`src/rtl/smul_pkg.sv`:
```
package smul_pkg;
  typedef enum logic [1:0] {
    ST_IDLE = 2'd0,
    ST_RUN  = 2'd1,
    ST_FIX  = 2'd2
  } smul_state_t;
endpackage

```
`src/rtl/smul_sign.sv`:
```
// Converts an operand to magnitude form; reports whether it was negative.
module smul_sign #(
  parameter int WIDTH = 32
) (
  input  logic [WIDTH-1:0] val_i,
  input  logic             signed_i,
  output logic [WIDTH-1:0] mag_o,
  output logic             neg_o
);
  always_comb begin
    neg_o = signed_i & val_i[WIDTH-1];
    mag_o = neg_o ? (~val_i + WIDTH'(1)) : val_i;
  end
endmodule

```
`src/rtl/smul_ctrl.sv`:
```
// Sequencer: idle -> WIDTH add/shift iterations -> sign fix-up cycle.
module smul_ctrl
  import smul_pkg::*;
#(
  parameter int WIDTH = 32
) (
  input  logic clk,
  input  logic rst,
  input  logic start_i,
  output logic load_o,
  output logic step_o,
  output logic finish_o,
  output logic busy_o
);
  localparam int CW = (WIDTH > 1) ? $clog2(WIDTH) : 1;

  smul_state_t state_q;
  logic [CW-1:0] iter_q;
  logic last_iter;

  assign last_iter = (iter_q == CW'(WIDTH - 1));

  always_ff @(posedge clk) begin
    if (rst) begin
      state_q <= ST_IDLE;
      iter_q  <= '0;
    end else begin
      unique case (state_q)
        ST_IDLE: begin
          iter_q <= '0;
          if (start_i) state_q <= ST_RUN;
        end
        ST_RUN: begin
          iter_q <= iter_q + CW'(1);
          if (last_iter) state_q <= ST_FIX;
        end
        ST_FIX:  state_q <= ST_IDLE;
        default: state_q <= ST_IDLE;
      endcase
    end
  end

  always_comb begin
    load_o   = (state_q == ST_IDLE) && start_i;
    step_o   = (state_q == ST_RUN);
    finish_o = (state_q == ST_FIX);
    busy_o   = (state_q != ST_IDLE);
  end
endmodule

```
`src/rtl/smul_dp.sv`:
```
// Accumulation register and single WIDTH-bit adder.
module smul_dp #(
  parameter int WIDTH = 32
) (
  input  logic               clk,
  input  logic               rst,
  input  logic               load_i,
  input  logic               step_i,
  input  logic [WIDTH-1:0]   mcand_i,
  input  logic [WIDTH-1:0]   mplier_i,
  output logic [2*WIDTH-1:0] acc_o
);
  localparam int PW = 2 * WIDTH;

  logic [PW-1:0]    acc_q;
  logic [WIDTH-1:0] mcand_q;
  logic [WIDTH-1:0] addend;
  logic [WIDTH:0]   sum_w;

  always_comb begin
    addend = acc_q[0] ? mcand_q : '0;
    sum_w  = {1'b0, acc_q[PW-1:WIDTH]} + {1'b0, addend};
  end

  always_ff @(posedge clk) begin
    if (rst) begin
      acc_q   <= '0;
      mcand_q <= '0;
    end else if (load_i) begin
      acc_q   <= {{WIDTH{1'b0}}, mplier_i};
      mcand_q <= mcand_i;
    end else if (step_i) begin
      // carry enters the top bit, everything else moves one place down
      acc_q <= {sum_w, acc_q[WIDTH-1:1]};
    end
  end

  assign acc_o = acc_q;
endmodule

```
`src/rtl/shift_add_mult.sv`:
```
module shift_add_mult #(
  parameter int WIDTH = 32
) (
  input  logic               clk,
  input  logic               rst,
  input  logic               start_i,
  input  logic               signed_i,
  input  logic [WIDTH-1:0]   mcand_i,
  input  logic [WIDTH-1:0]   mplier_i,
  output logic               busy_o,
  output logic               done_o,
  output logic [2*WIDTH-1:0] product_o
);
  localparam int PW = 2 * WIDTH;

  logic load, step, finish;
  logic [WIDTH-1:0] mcand_mag, mplier_mag;
  logic mcand_neg, mplier_neg;
  logic neg_q, done_q;
  logic [PW-1:0] acc, prod_q;

  smul_ctrl #(.WIDTH(WIDTH)) u_ctrl (
    .clk(clk), .rst(rst), .start_i(start_i),
    .load_o(load), .step_o(step), .finish_o(finish), .busy_o(busy_o)
  );

  smul_sign #(.WIDTH(WIDTH)) u_sign_a (
    .val_i(mcand_i), .signed_i(signed_i), .mag_o(mcand_mag), .neg_o(mcand_neg)
  );

  smul_sign #(.WIDTH(WIDTH)) u_sign_b (
    .val_i(mplier_i), .signed_i(signed_i), .mag_o(mplier_mag), .neg_o(mplier_neg)
  );

  smul_dp #(.WIDTH(WIDTH)) u_dp (
    .clk(clk), .rst(rst), .load_i(load), .step_i(step),
    .mcand_i(mcand_mag), .mplier_i(mplier_mag), .acc_o(acc)
  );

  always_ff @(posedge clk) begin
    if (rst) begin
      neg_q  <= 1'b0;
      done_q <= 1'b0;
      prod_q <= '0;
    end else begin
      done_q <= finish;
      if (load) neg_q <= mcand_neg ^ mplier_neg;
      if (finish) prod_q <= neg_q ? (~acc + PW'(1)) : acc;
    end
  end

  assign done_o    = done_q;
  assign product_o = prod_q;
endmodule

```
`config.mk`:
```
export PLATFORM = sky130hd
export DESIGN_NAME = shift_add_mult
export DESIGN_NICKNAME = d
export VERILOG_FILES = /design/src/rtl/smul_pkg.sv /design/src/rtl/smul_sign.sv /design/src/rtl/smul_ctrl.sv /design/src/rtl/smul_dp.sv /design/src/rtl/shift_add_mult.sv
export SDC_FILE = /design/constraint.sdc
export NUM_CORES = 1
export LEC_CHECK = 0
export ABC_AREA = 1
export BUFFER_PORTS_ARGS = -buffer_cell sky130_fd_sc_hd__buf_4
export CAP_MARGIN = 20
export CORE_MARGIN = 3
export CORE_UTILIZATION = 30
export CTS_BUF_LIST = sky130_fd_sc_hd__clkbuf_8
export CTS_CLUSTER_SIZE = 25
export DETAILED_ROUTE_END_ITERATION = 8
export PLACE_DENSITY_LB_ADDON = 0.15
export SKIP_CTS_REPAIR_TIMING = 1
export SLEW_MARGIN = 20
export SYNTH_ARGS = -nofsm -noshare
export SYNTH_HDL_FRONTEND = slang
export SYNTH_SLANG_ARGS = --single-unit
```
`constraint.sdc`:
```
create_clock -name clk -period 4.9 [get_ports clk]
set_clock_uncertainty 0.1 [all_clocks]
set_input_delay 0.245 -clock clk [delete_from_list [all_inputs] [get_ports clk]]
set_output_delay 0.245 -clock clk [all_outputs]
set_load 0.05 [all_outputs]
```
Word level (Yosys, flattened, before mapping)
Index checks and enable logic that the tools add are counted.
{"block": "word_totals", "reg_bits": 169, "input_bits": 68, "output_inout_bits": 66, "word_cells": 41}
{"block": "classes", "n_addsub": 5, "n_eq_ne": 5, "muxes": 10, "bitwise": 6, "n_reduce_logical": 7}
{"operator": "two-way mux 32 bit", "count": 5}
{"operator": "adder 32 x 1 -> 32 bit, second input constant", "count": 2}
{"operator": "adder 64 x 1 -> 64 bit, second input constant", "count": 1}
{"operator": "two-way mux 64 bit", "count": 1}
{"operator": "NOT 32 bit", "count": 2}
{"operator": "NOT 64 bit", "count": 1}
{"operator": "adder 32 x 32 -> 33 bit", "count": 1}
{"operator": "one-hot mux 5 bit (2 select lines)", "count": 1}
{"operator": "nonzero test 2 bit", "count": 3}
{"operator": "adder 5 x 1 -> 5 bit, second input constant", "count": 1}
{"operator": "equality test 5 bit, second input constant", "count": 1}
{"operator": "two-way mux 2 bit", "count": 2}
{"operator": "one-hot mux 2 bit (2 select lines)", "count": 1}
{"operator": "bitwise AND 1 bit", "count": 2}
{"operator": "equality test 2 x 1 -> 1 bit, second input constant", "count": 1}
{"operator": "equality test 2 bit, second input constant", "count": 1}
{"operator": "logical NOT 2 bit", "count": 1}
{"operator": "inequality test 2 x 1 -> 1 bit, second input constant", "count": 1}
{"operator": "inequality test 2 bit, second input constant", "count": 1}
{"operator": "AND reduction 2 bit", "count": 1}
{"operator": "OR reduction 2 bit", "count": 1}
{"operator": "logical AND 1 bit", "count": 1}
{"operator": "XOR 1 bit", "count": 1}

Logic depth before layout (Yosys ltp)
Gate-level depths: netlist (run 1).
{"block": "logic_depth", "ltp_word": 4, "ltp_mapped": 18, "ltp_nobuf": 16}

Modules after synthesis
Synthesis (run 1) repeated with hierarchy kept, for this count alone.
{"block": "unflattened", "hier_cells": 2307, "hier_area_um2": 13309.0}
{"module": "smul_dp", "instances": 1, "cells_each": 1041, "area_each_um2": 6328.6, "seq_area_each_um2": 1921.8}
{"module": "shift_add_mult", "instances": 1, "cells_each": 769, "area_each_um2": 4500.6, "seq_area_each_um2": 1321.3}
{"module": "smul_sign", "instances": 2, "cells_each": 227, "area_each_um2": 1079.8, "seq_area_each_um2": 0.0}
{"module": "smul_ctrl", "instances": 1, "cells_each": 43, "area_each_um2": 320.3, "seq_area_each_um2": 140.1}

Worst setup path after synthesis (run 1)
No wires, ideal clock.
{"block": "synth_timing", "path_kind": "register to register", "from": "reg u_dp.acc_q[0], in the netlist u_dp.acc_o[0]", "to": "reg u_dp.acc_q[53], in the netlist u_dp.acc_o[53]", "setup_ns": 0.109, "arrival_time_ns": 2.207, "required_ns": 4.691, "path_slack_ns": 2.484, "stages_incl_launch_ff": 18, "path_buffers": 2, "period_less_slack_ns": 2.416, "path_cell_list": "dfxtp_1 buf_2 clkbuf_1 nand2_1 inv_1 ha_1 inv_1 fa_1 o21ai_2 nand2_1 nand2_1 nand2_1 nand2_1 nand2_1 nand3_1 nand3_1 nand2_1 inv_1"}
{"block": "synth_between", "elab_chain_len": 2}
{"element": "start, declared", "line_no": "smul_dp.sv:15", "rtl": "logic [PW-1:0] acc_q;"}
{"element": "start signal, assigned", "line_no": "smul_dp.sv:30", "rtl": "acc_q <= {{WIDTH{1'b0}}, mplier_i};"}
{"element": "start signal, assigned", "line_no": "smul_dp.sv:34", "rtl": "acc_q <= {sum_w, acc_q[WIDTH-1:1]};"}
{"element": "two-way mux 32 bit", "line_no": "smul_dp.sv:21", "rtl": "addend = acc_q[0] ? mcand_q : '0;"}
{"element": "adder 32 x 32 -> 33 bit", "line_no": "smul_dp.sv:22", "rtl": "sum_w = {1'b0, acc_q[PW-1:WIDTH]} + {1'b0, addend};"}
Every way passes these cells.
A chain may end at the register's enable or synchronous reset.

Worst setup path after layout (run 1)
{"block": "layout_timing", "from": "reg u_ctrl.state_q[1]", "to": "reg u_dp.acc_q[17], in the netlist u_dp.acc_o[17]"}
{"block": "layout_between", "elab_chain_len": 3, "word_cells_on_any_way": 5, "classes_between": "eq/ne: 1; mux: 1; reduce/logical: 3"}
{"element": "start, declared", "line_no": "smul_ctrl.sv:17", "rtl": "smul_state_t state_q;"}
{"element": "start signal, assigned", "line_no": "smul_ctrl.sv:25", "rtl": "state_q <= ST_IDLE;"}
{"element": "start signal, assigned", "line_no": "smul_ctrl.sv:31", "rtl": "if (start_i) state_q <= ST_RUN;"}
{"element": "start signal, assigned", "line_no": "smul_ctrl.sv:35", "rtl": "if (last_iter) state_q <= ST_FIX;"}
{"element": "logical NOT 2 bit", "line_no": "smul_ctrl.sv:44", "rtl": "load_o = (state_q == ST_IDLE) && start_i;"}
{"element": "logical AND 1 bit", "line_no": "smul_ctrl.sv:44"}
{"element": "two-way mux 32 bit / nonzero test 2 bit (equally long branches)"}
Parallel ways exist; a longest one is shown, timed or not.

==> impl_metrics.csv, run 1 <==
group,metric,value,unit
timing,fmax,328,MHz
run_status,failed_checks,"hold timing",
critical_path,r2r-end,"u_dp.acc_o[17]",
logic_synthesis,syn-cell-area,0.0129,mm2
timing,finalHoldViolations,5,
die,start_util,30.6,%
clock_network,path_clk_slew,0.09,ns
place,dp_hpwl,37500,um
power_and_ir_drop,p_leak,7.56,nW
global_route,grt_max_degree,118,
logic_synthesis,synth_edf_count,0,
power_and_ir_drop,power_density,243,mW/mm2
cells_and_area,finalNetCount,2412,
drt,met2_length,20200,um
place,gp_congestion,0.950,
critical_path,ff2ff_setup_slack,1.85,ns
critical_path,critPathArrivalTime,3.35,ns
critical_path,crit_family,"simple AND/OR/NAND/NOR gates",
critical_path,rr_startpoint,"u_ctrl.state_q[1]",
timing,finalSetupViolations,0,
cells_and_area,layout_common_cells,"nand2_1, inv_1, nor2_1",
die,num_io_pins,134,
logic_synthesis,synthArstFlopShare,0,%
timing,rsz0062_at_grt,"no",
critical_path,worst_setup_path_start_kind,"flop",
logic_synthesis,postSynthAreaPerCell,5.86,um2
clock_network,cts_buffers,17,
drt,drt-initial-drc-count,1046,
logic_synthesis,ys.flop_type,"dfxtp_1",
logic_synthesis,synth_nets,2304,
timing,final_max_slew_viol_count,0,
die,core_area,0.0421,mm2
critical_path,endpoint_kind,"flop",
critical_path,cp_slowest_cell,"nand2_2",
logic_synthesis,yosysTopAreaCellShare,26.3,%
global_route,grt_antenna_before_repair,0,
logic_synthesis,synth_compound_area_share,14.0,%
power_and_ir_drop,peakVddDrop,0.148,mV
timing,fin_crit_sh,62.3,%
logic_synthesis,yosysTopAreaCell,"dfxtp_1",
min_path,holdPathEnd,"u_dp.mcand_q[20]",
logic_synthesis,ys_seq_area_share,26.3,%
min_path,hold_class,"input port to flop",
drt,drtPass1Iterations,6,
logic_synthesis,synthAdderAreaFrac,3.75,%
global_route,first_global_vias,13000,
global_route,grt_usage,20.4,%
die,die_w,213,um
run,drv_cap,0,
drt,wl_met1,23100,um
min_path,min_path_cells,4,
critical_path,reg2reg_depth,7,
place,port_buffers,133,
die,fp.dieH,213,um
drt,highest_layer,"met4",
drt,vias,13800,
critical_path,cp_max_fo,42,
drt,drc,0,
die,fp-row-count,75,
global_route,grt_pass1_wl,72200,um
cells_and_area,mostFrequentLayoutCell,"nand2_1",
logic_synthesis,synth_xor_area_share,4.76,%
min_path,min-delay-start,"mcand_i[20]",
clock_network,ctsRootBufferMaster,"clkbuf_8",
drt,via_per_inst,4.82,
critical_path,path_cells,"nor2_2 -> nand2_2 -> inv_4 -> nor2_4 -> inv_1 -> o21ai_0 -> a21oi_1",
cells_and_area,num-fill-cells,4731,
timing,hold_slack,-0.0153,ns
clock_network,clock_latency,0.50,ns
clock_network,cts_tree,"built",
drt,wl,46500,um
logic_synthesis,synth_top_family_by_area,"simple AND/OR/NAND/NOR gates",
timing,worst_pin_slew,0.923,ns
cells_and_area,area_delta_synth_final,16.2,%
cells_and_area,drive_gt1_share,10.4,%
drt,wl_met3,2090,um
clock_network,clockBufferDepth,2,
logic_synthesis,synth_cell_types,50,
logic_synthesis,synth.area.mux_share,0,%
logic_synthesis,yosys.area_share.simple,39.4,%
cells_and_area,num_antenna_cells,0,
global_route,grt_overflow,0,
timing,period_minus_slack,3.05,ns
die,fp.dieArea,0.0455,mm2
timing,fin_tns_setup,0,ns
drt,drt.antenna.violating_nets,0,
critical_path,crit_required,5.20,ns
logic_synthesis,synth_warnings,0,
logic_synthesis,ys_ff_latch,169,
critical_path,worst-path-buf-inv,2,
critical_path,max_stage_delay,0.63,ns
logic_synthesis,synth.area.top_cells,"dfxtp_1, nand2_1, inv_1, nor2_1, nand3_1",
run_status,status,"finished with violations",
drt,wire_per_inst,16.3,um
clock_network,clock-sinks,169,
timing,max_slew_margin,38.4,%
critical_path,crit_type,"flop to flop",
logic_synthesis,syn_inst,2198,
clock_network,cts-htree-levels,4,
[metrics by stage]
step	power [mW]	util [%]	cell area, um2	instances	worst slack (ns)
floorplan	2.16	-	12900	2198	2.48
global placement	2.47	33.9	14300	2805	1.79
detailed placement	2.47	33.9	14300	2805	1.78
CTS	3.67	35.0	14800	2836	1.79
global route	3.86	35.5	15000	2857	1.52
finish	3.64	35.5	15000	2857	1.85
[report_power, final]
| part | internal (mW) | total (mW) | leakage [nW] | switching, mW |
|---|---|---|---|---|
| clock network | 0.629 | 1.19 | 0.222 | 0.557 |
| registers | 1.44 | 1.52 | 1.38 | 0.0866 |
| logic | 0.299 | 0.930 | 5.96 | 0.630 |
| total | 2.36 | 3.64 | 7.56 | 1.27 |
[cells by family after synthesis]
group / count (synthesis)
DFF: 169
and+or+nand+nor: 1191
buffers and inverters: 391
AOI/OAI and AO/OA: 339
xor gates and xnor gates: 70
adders and majority gates: 38
[tightest hold or removal path: stages]
cell and delay, ns:
buf_4 0.10, nand2_1 0.05, nand3_1 0.10, nand2_1 0.05
[final cells by class]
| class | instances | area, um2 | share of cell area [%] |
|---|---|---|---|
| tap | 539 | 674 | 4.51 |
| inverter | 320 | 1200 | 8.04 |
| clock buffer | 19 | 262 | 1.75 |
| multi-input combinational | 1638 | 7980 | 53.3 |
| timing repair buffer | 160 | 1270 | 8.46 |
| sequential | 169 | 3390 | 22.6 |
| clock inverter | 12 | 198 | 1.32 |
[sequential cells by signal (all words and copies together), names as in the netlist]
| register | flops |
|---|---|
| product_o | 64 |
| u_dp.mcand_q | 32 |
| done_o | 1 |
| u_dp.acc_o | 64 |
| u_ctrl.iter_q | 5 |
| neg_q | 1 |
| u_ctrl.state_q | 2 |
[cell usage after synthesis (30+ instances only)]
cell	count
buf_2	32
xor2_1	63
nand3_1	162
o21ai_1	35
o21ai_0	129
nand2_1	612
a21oi_1	142
ha_1	37
dfxtp_1	169
nor2_1	305
inv_1	307
nand4_1	30
clkbuf_1	34
[layer usage]
metal	up-vias	track usage, %
met5	-	0
met3	51	2.44
met2	332	32.0
met4	0	6.91
met1	6211	29.1
li1	7167	-
[worst max path at each step]
stage                     depth (start not counted)  slack, ns              start             end
after floorplan                                  17       2.48      u_dp.acc_o[0]  u_dp.acc_o[53]
after detailed placement                         15       1.78      u_dp.acc_o[0]  u_dp.acc_o[53]
final                                             7       1.85  u_ctrl.state_q[1]  u_dp.acc_o[17]
after global placement                           15       1.79      u_dp.acc_o[0]  u_dp.acc_o[53]
after global routing                              7       1.52  u_ctrl.state_q[1]  u_dp.acc_o[13]
after CTS                                        15       1.79      u_dp.acc_o[0]  u_dp.acc_o[61]
Note: power is estimated with default switching activity, not from simulation.
==> run 2, diff against run 1 <==
Clock period 4.9 ns to 3.1 ns, I/O delays scaled along.
==> run 2 against run 1 <==
The run still ends with hold timing left. Core utilization increased by 0.94 points. Via count grew 1.7%. Sequential power increased by 58%. Final cell count is 1.7% higher. Critical path depth grew 5. Clock power up 36%. Die area did not move. Setup slack worse by 1.5 ns. Critical path type is now input port to flop. Critical endpoint is now u_dp.mcand_q[25]. Largest cell class unchanged.
==> impl_metrics.csv, run 2 (synthesis gave the netlist of run 1 again) <==
group,metric,value,unit
run_status,status,"finished with violations",
run_status,failed_checks,"hold timing",
power_and_ir_drop,switching_power,2.18,mW
die,die_w,213,um
critical_path,crit_type,"input port to flop",
timing,finalSetupViolations,0,
place,dp_hpwl,38200,um
cells_and_area,mostFrequentLayoutCell,"nand2_1",
min_path,hold_class,"input port to flop",
critical_path,crit_start,"mcand_i[6]",
drt,wl,47900,um
critical_path,rr_startpoint,"u_dp.acc_o[0]",
power_and_ir_drop,combPwrFrac,27.7,%
drt,vias,14000,
timing,final_max_slew_viol_count,0,
timing,worst_pin_slew,0.794,ns
global_route,met3_usage,2.56,%
critical_path,r2r-end,"u_dp.acc_o[53]",
clock_network,path_clk_slew,0.10,ns
cells_and_area,finalNetCount,2459,
power_and_ir_drop,clock_power_share,29.2,%
global_route,grt_max_degree,118,
cells_and_area,layout_common_cells,"nand2_1, inv_1, nor2_1",
power_and_ir_drop,power_density,362,mW/mm2
drt,wire_per_inst,16.5,um
clock_network,clock_latency,0.53,ns
timing,fin_crit_sh,88.2,%
drt,drt-initial-drc-count,1050,
power_and_ir_drop,p_leak,7.74,nW
timing,rsz0062_at_grt,"no",
drt,via_per_inst,4.82,
global_route,grt_usage,21.2,%
place,gp_congestion,0.895,
power_and_ir_drop,intPower,3.38,mW
clock_network,cts-htree-levels,4,
global_route,grtUsageMet2,32.9,%
timing,fin_tns_setup,0,ns
global_route,grt_antenna_before_repair,0,
min_path,min-delay-start,"mcand_i[1]",
critical_path,reg2reg_depth,16,
cells_and_area,area_delta_synth_final,19.2,%
global_route,grt_pass1_wl,74400,um
clock_network,clock-sinks,169,
clock_network,cts_tree,"built",
drt,drtPass1Iterations,5,
min_path,holdPathEnd,"u_dp.mcand_q[1]",
timing,finalHoldViolations,1,
clock_network,clockBufferDepth,2,
timing,max_slew_margin,47.1,%
global_route,first_global_vias,13100,
timing,fmax,366,MHz
critical_path,worst_setup_path_start_kind,"input port",
cells_and_area,num_antenna_cells,0,
die,fp.dieArea,0.0455,mm2
place,port_buffers,133,
die,num_io_pins,134,
critical_path,crit_required,3.42,ns
critical_path,critPathArrivalTime,3.05,ns
run,drv_cap,0,
timing,period_minus_slack,2.73,ns
cells_and_area,drive_gt1_share,10.6,%
critical_path,ff2ff_setup_slack,0.51,ns
global_route,busiest_layer,"met2",
power_and_ir_drop,netSwitchingFraction,39.2,%
clock_network,ctsRootBufferMaster,"clkbuf_8",
die,start_util,30.6,%
critical_path,endpoint_kind,"flop",
global_route,grt_use_met1,30.7,%
critical_path,cp_max_fo,4,
global_route,grt_overflow,0,
cells_and_area,num-fill-cells,4691,
min_path,min_path_cells,4,
timing,hold_slack,-0.00118,ns
drt,drt.antenna.violating_nets,0,
die,fp-row-count,75,
drt,drc,0,
clock_network,cts_buffers,17,
die,core_area,0.0421,mm2
power_and_ir_drop,peakVddDrop,0.187,mV
die,fp.dieH,213,um
power_and_ir_drop,pwr-share-seq,43.2,%
-- run 2: cell count changes in the layout (fill, tap and decap cells not counted), sizes merged --
cell / delta
clkbuf: -2
clkinv: +7
clkinvlp: -1
dlygate4sd3: +37
inv: +2
buf: +10
bufinv: -5
-- run 2: through the flow --
stage	setup slack (ns)	total power [mW]	instance area [um2]	cells	util (%)
global placement	0.539	3.92	14400	2815	34.1
floorplan	0.684	3.42	12900	2198	-
detailed placement	0.513	3.92	14400	2815	34.1
CTS	0.484	5.58	14800	2847	35.1
finish	0.366	5.57	15400	2905	36.5
global route	0.160	5.91	15400	2905	36.5
-- run 2: worst max path at each step --
stage                             to  slack, ns  depth (start not counted)
finish              u_dp.mcand_q[25]       0.37                         12
global route        u_dp.mcand_q[25]       0.16                         12
CTS                   u_dp.acc_o[53]       0.48                         16
detailed placement    u_dp.acc_o[53]       0.51                         16
global placement      u_dp.acc_o[53]       0.54                         16
floorplan             u_dp.acc_o[53]       0.68                         17
-- run 2: critical path, cell delays in order --
cell and delay, ns:
dlygate4sd3_1 0.53, buf_4 0.15, nor2_1 0.12, nand2_1 0.08
nor3_1 0.30, nand2_1 0.18, inv_2 0.11, nand4_1 0.11
a21oi_1 0.14, dlygate4sd3_1 0.56, o21ai_1 0.06, dlygate4sd3_1 0.55
-- run 2: power groups by stage --
stage	clock network, mW	registers (mW)	logic (mW)
after floorplan	0	2.39	1.03
after detailed placement	0	2.45	1.47
after global placement	0	2.45	1.47
after global routing	1.76	2.42	1.74
after CTS	1.70	2.40	1.48
final	1.62	2.40	1.54
-- run 2: area by class of cell --
cell class / instances / area [um2] / area share [%]
multi-input combinational: 1638 / 7980 / 51.9
sequential: 169 / 3380 / 22.0
timing repair buffer: 207 / 1720 / 11.2
clock inverter: 15 / 163 / 1.06
inverter: 320 / 1200 / 7.84
tap: 539 / 674 / 4.39
clock buffer: 17 / 234 / 1.52
-- run 2: per-layer routing --
metal / up-vias / wire length [um] / part of all wire, %
met5: - / 0 / 0
met2: 349 / 20700 / 43
met3: 53 / 2180 / 4.6
met4: 0 / 1240 / 2.6
li1: 7268 / - / -
met1: 6331 / 23800 / 50
==> run 3, diff against run 2 <==
==> constraint.sdc (replaced) <==
create_clock -name clk -period 3.1 [get_ports clk]
set_clock_uncertainty 0.1 [all_clocks]
set_input_delay 0.31 -clock clk [delete_from_list [all_inputs] [get_ports clk]]
set_output_delay 0.31 -clock clk [all_outputs]
set_load 0.05 [all_outputs]
==> run 3 against run 2 <==
The run now ends clean. Clock power increased by 16%. Sequential power about the same. Combinational power decreased by 3%. Fmax increased by 6.1%. Via count decreased by 1.3%. Setup slack improved by 0.16 ns. Critical path type is now flop to flop. Critical endpoint is now product_o[48].
==> impl_metrics.csv, run 3 (synthesis gave the netlist of run 1 again) <==
group,metric,value,unit
clock_network,cts-htree-levels,4,
drt,wire_per_inst,16.8,um
clock_network,clock-sinks,169,
critical_path,cp_slowest_cell,"nor3_1",
critical_path,worst_setup_path_start_kind,"flop",
drt,drt.antenna.violating_nets,0,
place,port_buffers,133,
cells_and_area,drive_gt1_share,10.8,%
drt,vias,13800,
run_status,status,"completed",
place,gp_congestion,0.885,
critical_path,path_cells,"buf_4 -> inv_2 -> ha_1 -> nand3_1 -> inv_2 -> nand2_4 -> nor3_1 -> nand2_1 -> nand2_1 -> nand2_1 -> nand2_1 -> nand3_1 -> nand2_1 -> inv_1",
die,fp.dieH,213,um
die,core_area,0.0421,mm2
run,drv_cap,0,
cells_and_area,finalNetCount,2412,
timing,fin_crit_sh,83.1,%
drt,wl,48000,um
clock_network,ctsRootBufferMaster,"clkbuf_8",
die,fp.dieArea,0.0455,mm2
die,start_util,30.6,%
timing,rsz0062_at_grt,"no",
drt,drtPass1Iterations,5,
die,num_io_pins,134,
drt,drc,0,
timing,final_max_slew_viol_count,0,
power_and_ir_drop,power_density,386,mW/mm2
clock_network,path_clk_slew,0.11,ns
clock_network,clock_latency,0.53,ns
power_and_ir_drop,p_leak,7.58,nW
global_route,first_global_vias,13100,
timing,fin_tns_setup,0,ns
global_route,grt_usage,21.2,%
timing,max_slew_margin,36.6,%
timing,fmax,388,MHz
drt,via_per_inst,4.84,
clock_network,cts_buffers,17,
critical_path,cp_max_fo,8,
min_path,min-delay-start,"mcand_i[9]",
clock_network,cts_tree,"built",
die,die_w,213,um
power_and_ir_drop,peakVddDrop,0.233,mV
global_route,grt_overflow,0,
critical_path,crit_family,"simple AND/OR/NAND/NOR gates",
critical_path,crit_type,"flop to flop",
critical_path,cp_common_cell,"nand2_1",
timing,hold_slack,0.00539,ns
timing,period_minus_slack,2.58,ns
critical_path,worst-path-buf-inv,4,
cells_and_area,num_antenna_cells,0,
place,dp_hpwl,38400,um
clock_network,clockBufferDepth,2,
critical_path,max_stage_delay,0.46,ns
timing,finalSetupViolations,0,
critical_path,crit_start,"u_dp.acc_o[0]",
cells_and_area,mostFrequentLayoutCell,"nand2_1",
critical_path,rr_startpoint,"u_dp.acc_o[0]",
critical_path,crit_required,3.42,ns
global_route,grt_max_degree,118,
min_path,hold_class,"input port to flop",
cells_and_area,area_delta_synth_final,16.0,%
global_route,grt_pass1_wl,74800,um
cells_and_area,layout_common_cells,"nand2_1, inv_1, nor2_1",
critical_path,critPathArrivalTime,2.90,ns
global_route,grt_antenna_before_repair,0,
critical_path,endpoint_kind,"flop",
timing,worst_pin_slew,0.951,ns
cells_and_area,num-fill-cells,4774,
die,fp-row-count,75,
drt,drt-initial-drc-count,1010,
timing,finalHoldViolations,0,
==> run 3: changes by cell type in the layout (fill, tap and decap cells not counted), sizes merged <==
cell | before | now
inv | 323 | 328
clkinv | 9 | 3
bufinv | 0 | 3
dlygate4sd3 | 58 | 10
buf | 149 | 150
clkinvlp | 3 | 1
==> run 3: stage by stage <==
step	std cells	area (um2)	power [mW]	setup WS, ns	util (%)
after floorplan	2198	12900	3.42	0.684	-
after global placement	2816	14400	3.93	0.552	34.2
after detailed placement	2816	14400	3.93	0.540	34.2
after CTS	2848	14800	5.84	0.506	35.2
after global routing	2858	14900	6.12	0.277	35.5
final	2858	14900	5.78	0.524	35.5
==> run 3: metal layers <==
metal | vias to the layer above | routed length (um) | global-route usage (%) | share of wire [%]
met4 | 0 | 1120 | 6.20 | 2.3
met1 | 6295 | 24400 | 30.9 | 51
li1 | 7172 | - | - | -
met3 | 48 | 1730 | 2.62 | 3.6
met5 | - | 0 | 0 | 0
met2 | 305 | 20700 | 32.8 | 43
==> run 3: report_power, final <==
group / switching (mW) / internal [mW]
Sequential: 0.136 / 2.27
Combinational: 1.01 / 0.478
Clock: 1.03 / 0.845
==> run 3: final timing paths <==
check                          end  slack [ns]  cells past startpoint
hold / removal     u_dp.mcand_q[9]       0.005                      3
setup reg to reg     product_o[48]        0.52                     14
setup / recovery     product_o[48]        0.52                     14
hold reg to reg   u_dp.mcand_q[10]        0.36                      2
==> run 3: area by class of cell <==
cell class	count	area [um2]	share of cell area, %
multi-input cells	1638	7980	53.4
flip-flops and latches	169	3380	22.6
repair buffers	160	1250	8.37
inverters	320	1200	8.05
well taps	539	674	4.51
clock buffers	17	234	1.57
clock inverters	15	221	1.48
==> run 3: worst register-to-register path, stage by stage, from the launching register on <==
cell,delay [ns]
dfxtp_1,0.35
buf_4,0.18
inv_2,0.16
ha_1,0.25
nand3_1,0.20
inv_2,0.13
nand2_4,0.09
nor3_1,0.46
nand2_1,0.11
nand2_1,0.08
nand2_1,0.06
nand2_1,0.07
nand3_1,0.11
nand2_1,0.09
inv_1,0.03
